$ cat src/rtl/sercfg_pkg.sv
package sercfg_pkg;

    localparam int ADDR_W     = 5;
    localparam int DATA_W     = 8;
    localparam int FRAME_BITS = 18;

    typedef enum logic [1:0] {
        ST_IDLE,
        ST_HIGH,
        ST_LOW,
        ST_GAP
    } wm_state_e;

    // Bits leave MSB first: the idle pad, then the frame proper.
    typedef struct packed {
        logic              pad;
        logic              start;
        logic              wflag;
        logic [ADDR_W-1:0] addr;
        logic [DATA_W-1:0] data;
        logic [1:0]        stop;
    } wm_frame_t;

    function automatic wm_frame_t build_frame(input logic [ADDR_W-1:0] a,
                                              input logic [DATA_W-1:0] d);
        wm_frame_t f;
        f.pad   = 1'b1;
        f.start = 1'b0;
        f.wflag = 1'b0;
        f.addr  = a;
        f.data  = (a == '0) ? {d[DATA_W-1], {(DATA_W-1){1'b1}}} : d;
        f.stop  = 2'b11;
        return f;
    endfunction

endpackage

$ cat src/rtl/sercfg_halfcnt.sv
module sercfg_halfcnt #(
    parameter int CW = 8
) (
    input  logic          clk,
    input  logic          rst,
    input  logic          clear,
    input  logic [CW-1:0] lim,
    output logic          tick
);
    logic [CW-1:0] cnt;

    assign tick = !clear && (cnt == lim - 1'b1);

    always_ff @(posedge clk) begin
        if (rst || clear || tick) cnt <= '0;
        else                      cnt <= cnt + 1'b1;
    end

    // the phase counter never runs past the selected limit
    a_r4_count_in_range: assert property (@(posedge clk) disable iff (rst)
        cnt < lim);

endmodule

$ cat src/rtl/sercfg_frame_shift.sv
module sercfg_frame_shift
    import sercfg_pkg::*;
(
    input  logic                  clk,
    input  logic                  rst,
    input  logic                  load,
    input  logic                  shift,
    input  logic [FRAME_BITS-1:0] word,
    output logic                  cur_bit,
    output logic                  last
);
    localparam int RW = $clog2(FRAME_BITS + 1);

    logic [FRAME_BITS-1:0] sh;
    logic [RW-1:0]         rem;

    assign cur_bit = sh[FRAME_BITS-1];
    assign last    = (rem == RW'(1));

    always_ff @(posedge clk) begin
        if (rst) begin
            sh  <= '1;
            rem <= '0;
        end else if (load) begin
            sh  <= word;
            rem <= RW'(FRAME_BITS);
        end else if (shift) begin
            sh  <= {sh[FRAME_BITS-2:0], 1'b1};
            rem <= rem - 1'b1;
        end
    end

    // a shift is only requested while frame bits remain
    a_r1_shift_in_frame: assert property (@(posedge clk) disable iff (rst)
        shift |-> (rem > RW'(1)));

    // a freshly loaded frame begins with its pad bit
    a_r1_load_pad_first: assert property (@(posedge clk) disable iff (rst)
        load |=> cur_bit);

endmodule

$ cat src/rtl/sercfg_write_master.sv
module sercfg_write_master
    import sercfg_pkg::*;
#(
    parameter int FAST_HALF = 50,
    parameter int SLOW_HALF = 500
) (
    input  logic              clk,
    input  logic              rst,
    input  logic              req_valid,
    output logic              req_ready,
    input  logic [ADDR_W-1:0] req_addr,
    input  logic [DATA_W-1:0] req_data,
    input  logic              req_slow,
    input  logic              commit,
    output logic              sclk,
    output logic              sdo,
    output logic              en_n
);
    localparam int CW = $clog2(2 * SLOW_HALF + 1);

    wm_state_e     state;
    logic          slow_q;
    logic          commit_pend;
    logic [CW-1:0] half_lim;
    logic [CW-1:0] lim;
    logic          tick;
    logic          cur_bit;
    logic          last;
    logic          frame_end;
    logic          accept;
    logic          shift;
    wm_frame_t     frame;

    assign half_lim  = slow_q ? CW'(SLOW_HALF) : CW'(FAST_HALF);
    assign lim       = (state == ST_GAP) ? (half_lim << 1) : half_lim;
    assign frame_end = (state == ST_LOW) && tick && last;
    assign req_ready = (state == ST_IDLE) || (frame_end && !(commit || commit_pend));
    assign accept    = req_valid && req_ready;
    assign shift     = (state == ST_LOW) && tick && !last;
    assign frame     = build_frame(req_addr, req_data);

    sercfg_halfcnt #(.CW(CW)) u_halfcnt (
        .clk   (clk),
        .rst   (rst),
        .clear (state == ST_IDLE),
        .lim   (lim),
        .tick  (tick)
    );

    sercfg_frame_shift u_shift (
        .clk     (clk),
        .rst     (rst),
        .load    (accept),
        .shift   (shift),
        .word    (frame),
        .cur_bit (cur_bit),
        .last    (last)
    );

    always_ff @(posedge clk) begin
        if (rst) begin
            state       <= ST_IDLE;
            slow_q      <= 1'b0;
            commit_pend <= 1'b0;
        end else begin
            if (accept) slow_q <= req_slow;

            if (state == ST_IDLE || state == ST_GAP) commit_pend <= 1'b0;
            else if (commit)                         commit_pend <= 1'b1;

            unique case (state)
                ST_IDLE: if (accept) state <= ST_HIGH;
                ST_HIGH: if (tick)   state <= ST_LOW;
                ST_LOW:  if (tick) begin
                    if (!last || accept) state <= ST_HIGH;
                    else                 state <= ST_GAP;
                end
                ST_GAP:  if (tick)   state <= ST_IDLE;
                default:             state <= ST_IDLE;
            endcase
        end
    end

    assign sclk = (state != ST_LOW);
    assign en_n = (state == ST_IDLE) || (state == ST_GAP);
    assign sdo  = en_n ? 1'b1 : cur_bit;

    // data is stable while the serial clock is low
    a_r3_sdo_stable_low: assert property (@(posedge clk) disable iff (rst)
        !sclk |-> $stable(sdo));

    // data only moves together with a rising serial clock edge
    a_r3_sdo_moves_on_rise: assert property (@(posedge clk) disable iff (rst)
        !$stable(sdo) |-> $rose(sclk));

    // lines idle high while the enable is high
    a_r10_idle_lines_high: assert property (@(posedge clk) disable iff (rst)
        en_n |-> (sclk && sdo));

    // enable stays high for more than one cycle after it rises
    a_r10_enable_hold: assert property (@(posedge clk) disable iff (rst)
        $rose(en_n) |=> en_n);

    // no request is taken while a commit is pending inside a batch
    a_r8_commit_blocks_accept: assert property (@(posedge clk) disable iff (rst)
        (commit && !en_n) |-> !req_ready);

    // a batch closes on the last stop bit
    a_r9_close_after_stop: assert property (@(posedge clk) disable iff (rst)
        $rose(en_n) |-> $past(sdo));

endmodule

$ cat config.mk
export PLATFORM = sky130hd
export DESIGN_NAME = sercfg_write_master
export DESIGN_NICKNAME = d
export VERILOG_FILES = /design/src/rtl/sercfg_pkg.sv /design/src/rtl/sercfg_halfcnt.sv /design/src/rtl/sercfg_frame_shift.sv /design/src/rtl/sercfg_write_master.sv
export SDC_FILE = /design/constraint.sdc
export NUM_CORES = 1
export LEC_CHECK = 0
export CAP_MARGIN = 20
export CORE_UTILIZATION = 55
export CTS_BUF_LIST = sky130_fd_sc_hd__clkbuf_2
export DETAILED_ROUTE_END_ITERATION = 10
export GPL_TIMING_DRIVEN = 0
export HOLD_SLACK_MARGIN = 0.05
export PLACE_DENSITY_LB_ADDON = 0.25
export SYNTH_ARGS = -nofsm -noshare
export SYNTH_HDL_FRONTEND = slang
export SYNTH_SLANG_ARGS = --single-unit
$ cat constraint.sdc
create_clock -name clk -period 2.86 [get_ports clk]
set_input_delay 0.286 -clock clk [delete_from_list [all_inputs] [get_ports clk]]
set_output_delay 0.286 -clock clk [all_outputs]
set_load 0.02 [all_outputs]
Word level (Yosys, flattened, before mapping)

Cells that the tools add are included.
W data, S select, Z words.

Reductions and logical operators: 21
Muxes and demuxes: 14
$add $sub $neg: 3
Equality and inequality tests: 10

Operators with widths:

| kind                    | number |
|---|---|
| $mux W17                | 2 |
| $add A10 B1 Y10 const B | 1 |
| $eq A10 B10 Y1          | 1 |
| $mux W10                | 1 |
| $mux W2                 | 5 |
| $mux W5                 | 2 |
| $ne A2 B2 Y1 const B    | 5 |
| $sub A10 B1 Y10 const B | 1 |
| $mux W9                 | 1 |
| $pmux W2 S4             | 1 |
| $mux W7                 | 1 |
| $logic_and A1 B1 Y1     | 6 |
| $logic_or A1 B1 Y1      | 6 |
| $eq A5 B1 Y1 const B    | 1 |
| $logic_not A5 Y1        | 1 |
| $sub A5 B1 Y5 const B   | 1 |
| $eq A2 B2 Y1 const B    | 2 |
| $reduce_and A4 Y1       | 1 |
| $reduce_or A2 Y1        | 2 |
| $logic_not A1 Y1        | 3 |
| $eq A2 B1 Y1 const B    | 1 |
| $logic_not A2 Y1        | 1 |
| $reduce_bool A2 Y1      | 1 |
| $mux W1                 | 1 |

Logic and storage cells: 56
Input port bits: 18
Bits in registers: 35

Depth between registers and ports, before layout

Depth in word-level cells: 14
Depth in mapped cells: 9
Mapped depth without buffers: 8

Cells and area by module

Synthesis repeated with hierarchy kept, for this count alone.

Cell total of the unflattened synthesis: 254
Area, all modules: 2414.8 um2

By module, submodules not included:

| module              | area each (um2) | cells each | instances |
|---|---|---|---|
| sercfg_frame_shift  | 1121.1          | 103        | 1 |
| sercfg_halfcnt      | 854.6           | 95         | 1 |
| sercfg_write_master | 439.2           | 56         | 1 |

Worst setup path before layout

OpenSTA, ideal clock, no wires.

Kind: register to output
From: reg state[1]
To: out req_ready
Path slack: 0.683 ns
Arrival time: 1.891 ns
Stages on the path, launching flop included: 7
Cell sequence: dfxtp_1 -> ha_1 -> nor4_2 -> a31oi_1 -> a211oi_4 -> nand2_1 -> o21bai_1

Word-level cells in the longest chain between the ends: 9

Ends and longest elaborated chain:

| item                             | line                      | source |
|---|---|---|
| from (decl)                      | sercfg_write_master.sv:21 | `wm_state_e state;` |
| from (signal assigned)           | sercfg_write_master.sv:62 | `state <= ST_IDLE;` |
| from (signal assigned)           | sercfg_write_master.sv:72 | `ST_IDLE: if (accept) state <= ST_HIGH;` |
| from (signal assigned)           | sercfg_write_master.sv:73 | `ST_HIGH: if (tick) state <= ST_LOW;` |
| $eq A2 B2 Y1                     | sercfg_write_master.sv:35 | `assign lim = (state == ST_GAP) ? (half_lim << 1) : half_lim;` |
| $mux W10                         | sercfg_write_master.sv:35 |  |
| $sub A10 B1 Y10                  | sercfg_halfcnt.sv:12      | `assign tick = !clear && (cnt == lim - 1'b1);` |
| $eq A10 B10 Y1                   | sercfg_halfcnt.sv:12      |  |
| $logic_and A1 B1 Y1              | sercfg_halfcnt.sv:12      |  |
| $logic_and A1 B1 Y1 (2 in a row) | sercfg_write_master.sv:36 | `assign frame_end = (state == ST_LOW) && tick && last;` |
| $logic_and A1 B1 Y1              | sercfg_write_master.sv:37 | `assign req_ready = (state == ST_IDLE) \|\| (frame_end && !(commit \|\| commit_pend));` |
| $logic_or A1 B1 Y1 (*)           | sercfg_write_master.sv:37 |  |
| to (decl)                        | sercfg_write_master.sv:10 | `output logic req_ready,` |

Every way passes the cells marked *; elsewhere a longest branch is shown, timed or not.

Worst setup path after layout

Ends and elaborated chain as after synthesis.

==> results.cfg <==
[pwr]
cellLeakagePower_nw = 0.874
comb_power_share_pct = 34.7
pwr-share-seq_pct = 43.6
powerDensity_nw_per_um2 = 679
ir_worst_vdd_v = 0.000351
switching_share_pct = 35.3
p_clk_share_pct = 21.7
switching_power_mw = 0.518
p_int_mw = 0.947

[clock_tree]
path_clk_slew_ns = 0.18
ctsRootBufferMaster = clkbuf_2
cts_buffer_depth = 2
cts_sinks = 35
clk_latency_ns = 0.40
cts_made_buffers = 5
cts_hold_buffers = 0
htree_levels = 2
cts_tree = done

[critical_path]
reg2reg_slack_ns = 0.37
critPathKind = reg2out
cp.required_ns = 2.57
endpoint_kind = primary output
startpoint_type = flip-flop
arrival_ns = 2.38
cp_max_fo = 7

[global_routing]
grt_max_degree = 12
grt_pass1_wl_um = 6030
grtUsageTotal_pct = 23.3
grt_overflow_total = 0
antenna_found_initial = 0
grt_pass1_vias = 1380

[floorplanning]
num_rows = 20
core_region_area_um2 = 3100
initial_core_util_pct = 58.9
ios = 22
die_w_um = 59.6
die_area_um2 = 3560
floorplan.die.height_um = 59.6

[sta]
fin_crit_sh_pct = 93.1
slew_headroom_pct = 56.7
timing.hold.ws_ns = 0.491
fin_crit_ns = 2.66
fmax_mhz = 375
worstMarginPinSlew_ns = 0.642
setup_viol = 0
finClkSkew_ns = 0.0239
setup_tns_ns = 0
finalHoldViolCount = 0
rsz0062_at_grt = false
drv_slew = 0

[layout]
area_growth_pct = 18.2
fill_cells = 278
finish.instance_area_um2 = 2160
drive_gt1_share_pct = 8.40
n_antenna_cell = 0
finish.net_count = 263

[synthesis]
synth_cells = 208
yosysTopAreaCell = dfxtp_1
synth.avg_cell_area_um2 = 8.78
ys_top_cells_by_area = dfxtp_1, nor2_1, ha_1
synth_cell_types = 43
ys_seq_area_share_pct = 38.4
ys_ff_latch = 35
ys_warn_count = 0
syn_area_um2 = 1830
synth_top_cell_area_share_pct = 38.4
synth.net_count = 234

[status]
status = completed

[place]
place.gp.congestion = 0.774
place_area_um2 = 2090
dpl.hpwl_um = 2560
io_buffers = 21

[flow_run]
cap_violations = 0

[routing]
drt_iter0_markers = 69
vias_per_cell = 5.39
vias = 1519
drcViolationCount = 0
wire_per_inst_um = 12.7
drt-total-wl_um = 3570
drtAntennaViolNets = 0
first_pass_iters = 4

[min_path]
min_path_type = in2reg
flip-flops by register name (all words and copies together) (netlist names):
name / cells
slow_q: 1
u_halfcnt.cnt: 10
commit_pend: 1
u_shift.rem: 5
u_shift.sh: 16
state: 2
repair_timing:
| item | in CTS | in global routing |
|---|---|---|
| gates resized for setup | 1 | 2 |
| endpoints found under the setup margin | 1 | 1 |
| buffers inserted | 1 | 0 |
| pin swaps | 1 | 0 |
stage by stage:
stage          setup WS, ns  utilization (%)  std cells  power [mW]
6_report              0.197             69.6        282        1.46
2_1_floorplan         0.683                -        208        1.00
5_1_grt              0.0967             69.6        282        1.56
3_5_place_dp        -0.0121             67.4        273        1.16
4_1_cts              0.0903             69.7        282        1.47
3_3_place_gp         0.0126             67.4        273        1.16
cells in the mapped netlist, drive strengths merged:
master,instances
a21o,8
or4,2
inv,8
o311a,1
nor4b,1
xnor2,7
a311o,1
a41oi,1
nand4,2
nor2b,1
xor2,7
a31oi,5
dfxtp,35
buf,3
o21ai,3
nor4,3
and2,3
clkbuf,5
nor3,12
nand3,10
nor2,36
a211oi,2
a21oi,8
mux2,2
o21bai,1
ha,8
a221o,6
nand2,13
and3,2
mux2i,8
o21a,1
o211a,1
nand2b,2
power by group through the flow:
| stage | Combinational (mW) | Clock (mW) | Sequential (mW) |
|---|---|---|---|
| detailed placement | 0.516 | 0 | 0.648 |
| global placement | 0.511 | 0 | 0.646 |
| floorplan | 0.370 | 0 | 0.634 |
| finish | 0.509 | 0.317 | 0.639 |
| CTS | 0.512 | 0.320 | 0.637 |
| global route | 0.565 | 0.346 | 0.650 |
logic make-up (layout without fill, tap and decap cells):
logic type / after synthesis / in the layout / synth area share [%]
and+or+nand+nor: 87 / 87 / 23.0
AOI/OAI and AO/OA: 38 / 38 / 16.8
DFF: 35 / 35 / 38.4
buffers and inverters: 16 / 46 / 3.97
xor gates and xnor gates: 14 / 14 / 6.71
muxes: 10 / 10 / 5.62
adders and majority gates: 8 / 8 / 5.48
layout by cell type (no fill, tap or decap), types with 5 or more instances in the layout:
| master | count |
|---|---|
| nor2_1 | 36 |
| dfxtp_1 | 35 |
| clkdlybuf4s50_1 | 20 |
| nand2_1 | 12 |
| nor3_1 | 12 |
| nand3_1 | 10 |
| inv_1 | 8 |
| a21oi_1 | 8 |
| mux2i_1 | 8 |
| a21o_1 | 8 |
| ha_1 | 8 |
| xnor2_1 | 7 |
| xor2_1 | 7 |
| a221o_1 | 6 |
| clkbuf_2 | 6 |
| clkbuf_1 | 5 |
area by class of cell:
cell class	instances	area, µm²	share of cell area (%)
multi-input cells	157	1050	48.8
flip-flops and latches	35	701	32.5
repair buffers	22	213	9.86
well taps	44	55.1	2.55
plain buffers	8	42.5	1.97
clock inverters	3	38.8	1.80
inverters	8	30.0	1.39
clock buffers	5	25.0	1.16
path summary, 6_finish.rpt:
kind                                                  start  depth (start not counted)                     endpoint
worst max-delay path                  state[1]$_SDFFE_PP0P_                          7                    req_ready
worst max register to register        state[1]$_SDFFE_PP0P_                          9  u_shift.rem[2]$_SDFFE_PP0P_
worst min-delay path                               req_slow                          3          slow_q$_SDFFE_PP0N_
worst min register to register  u_shift.sh[16]$_SDFFE_PP1P_                          2  u_shift.sh[17]$_SDFFE_PP1P_
critical path, stage by stage (launching register included):
cell and delay [ns]:
dfxtp_1 0.41, ha_1 0.29, nor4_2 0.28, a31oi_1 0.10
a211oi_4 0.31, nand2_1 0.15, o21bai_1 0.22, clkbuf_2 0.21
routing by layer:
layer | part of all wire [%] | track usage [%]
met5 | 0 | 0
met4 | 1.7 | 8.97
met1 | 49 | 31.1
met3 | 4.3 | 7.21
met2 | 45 | 35.3
(Power assumes the default switching activity.)
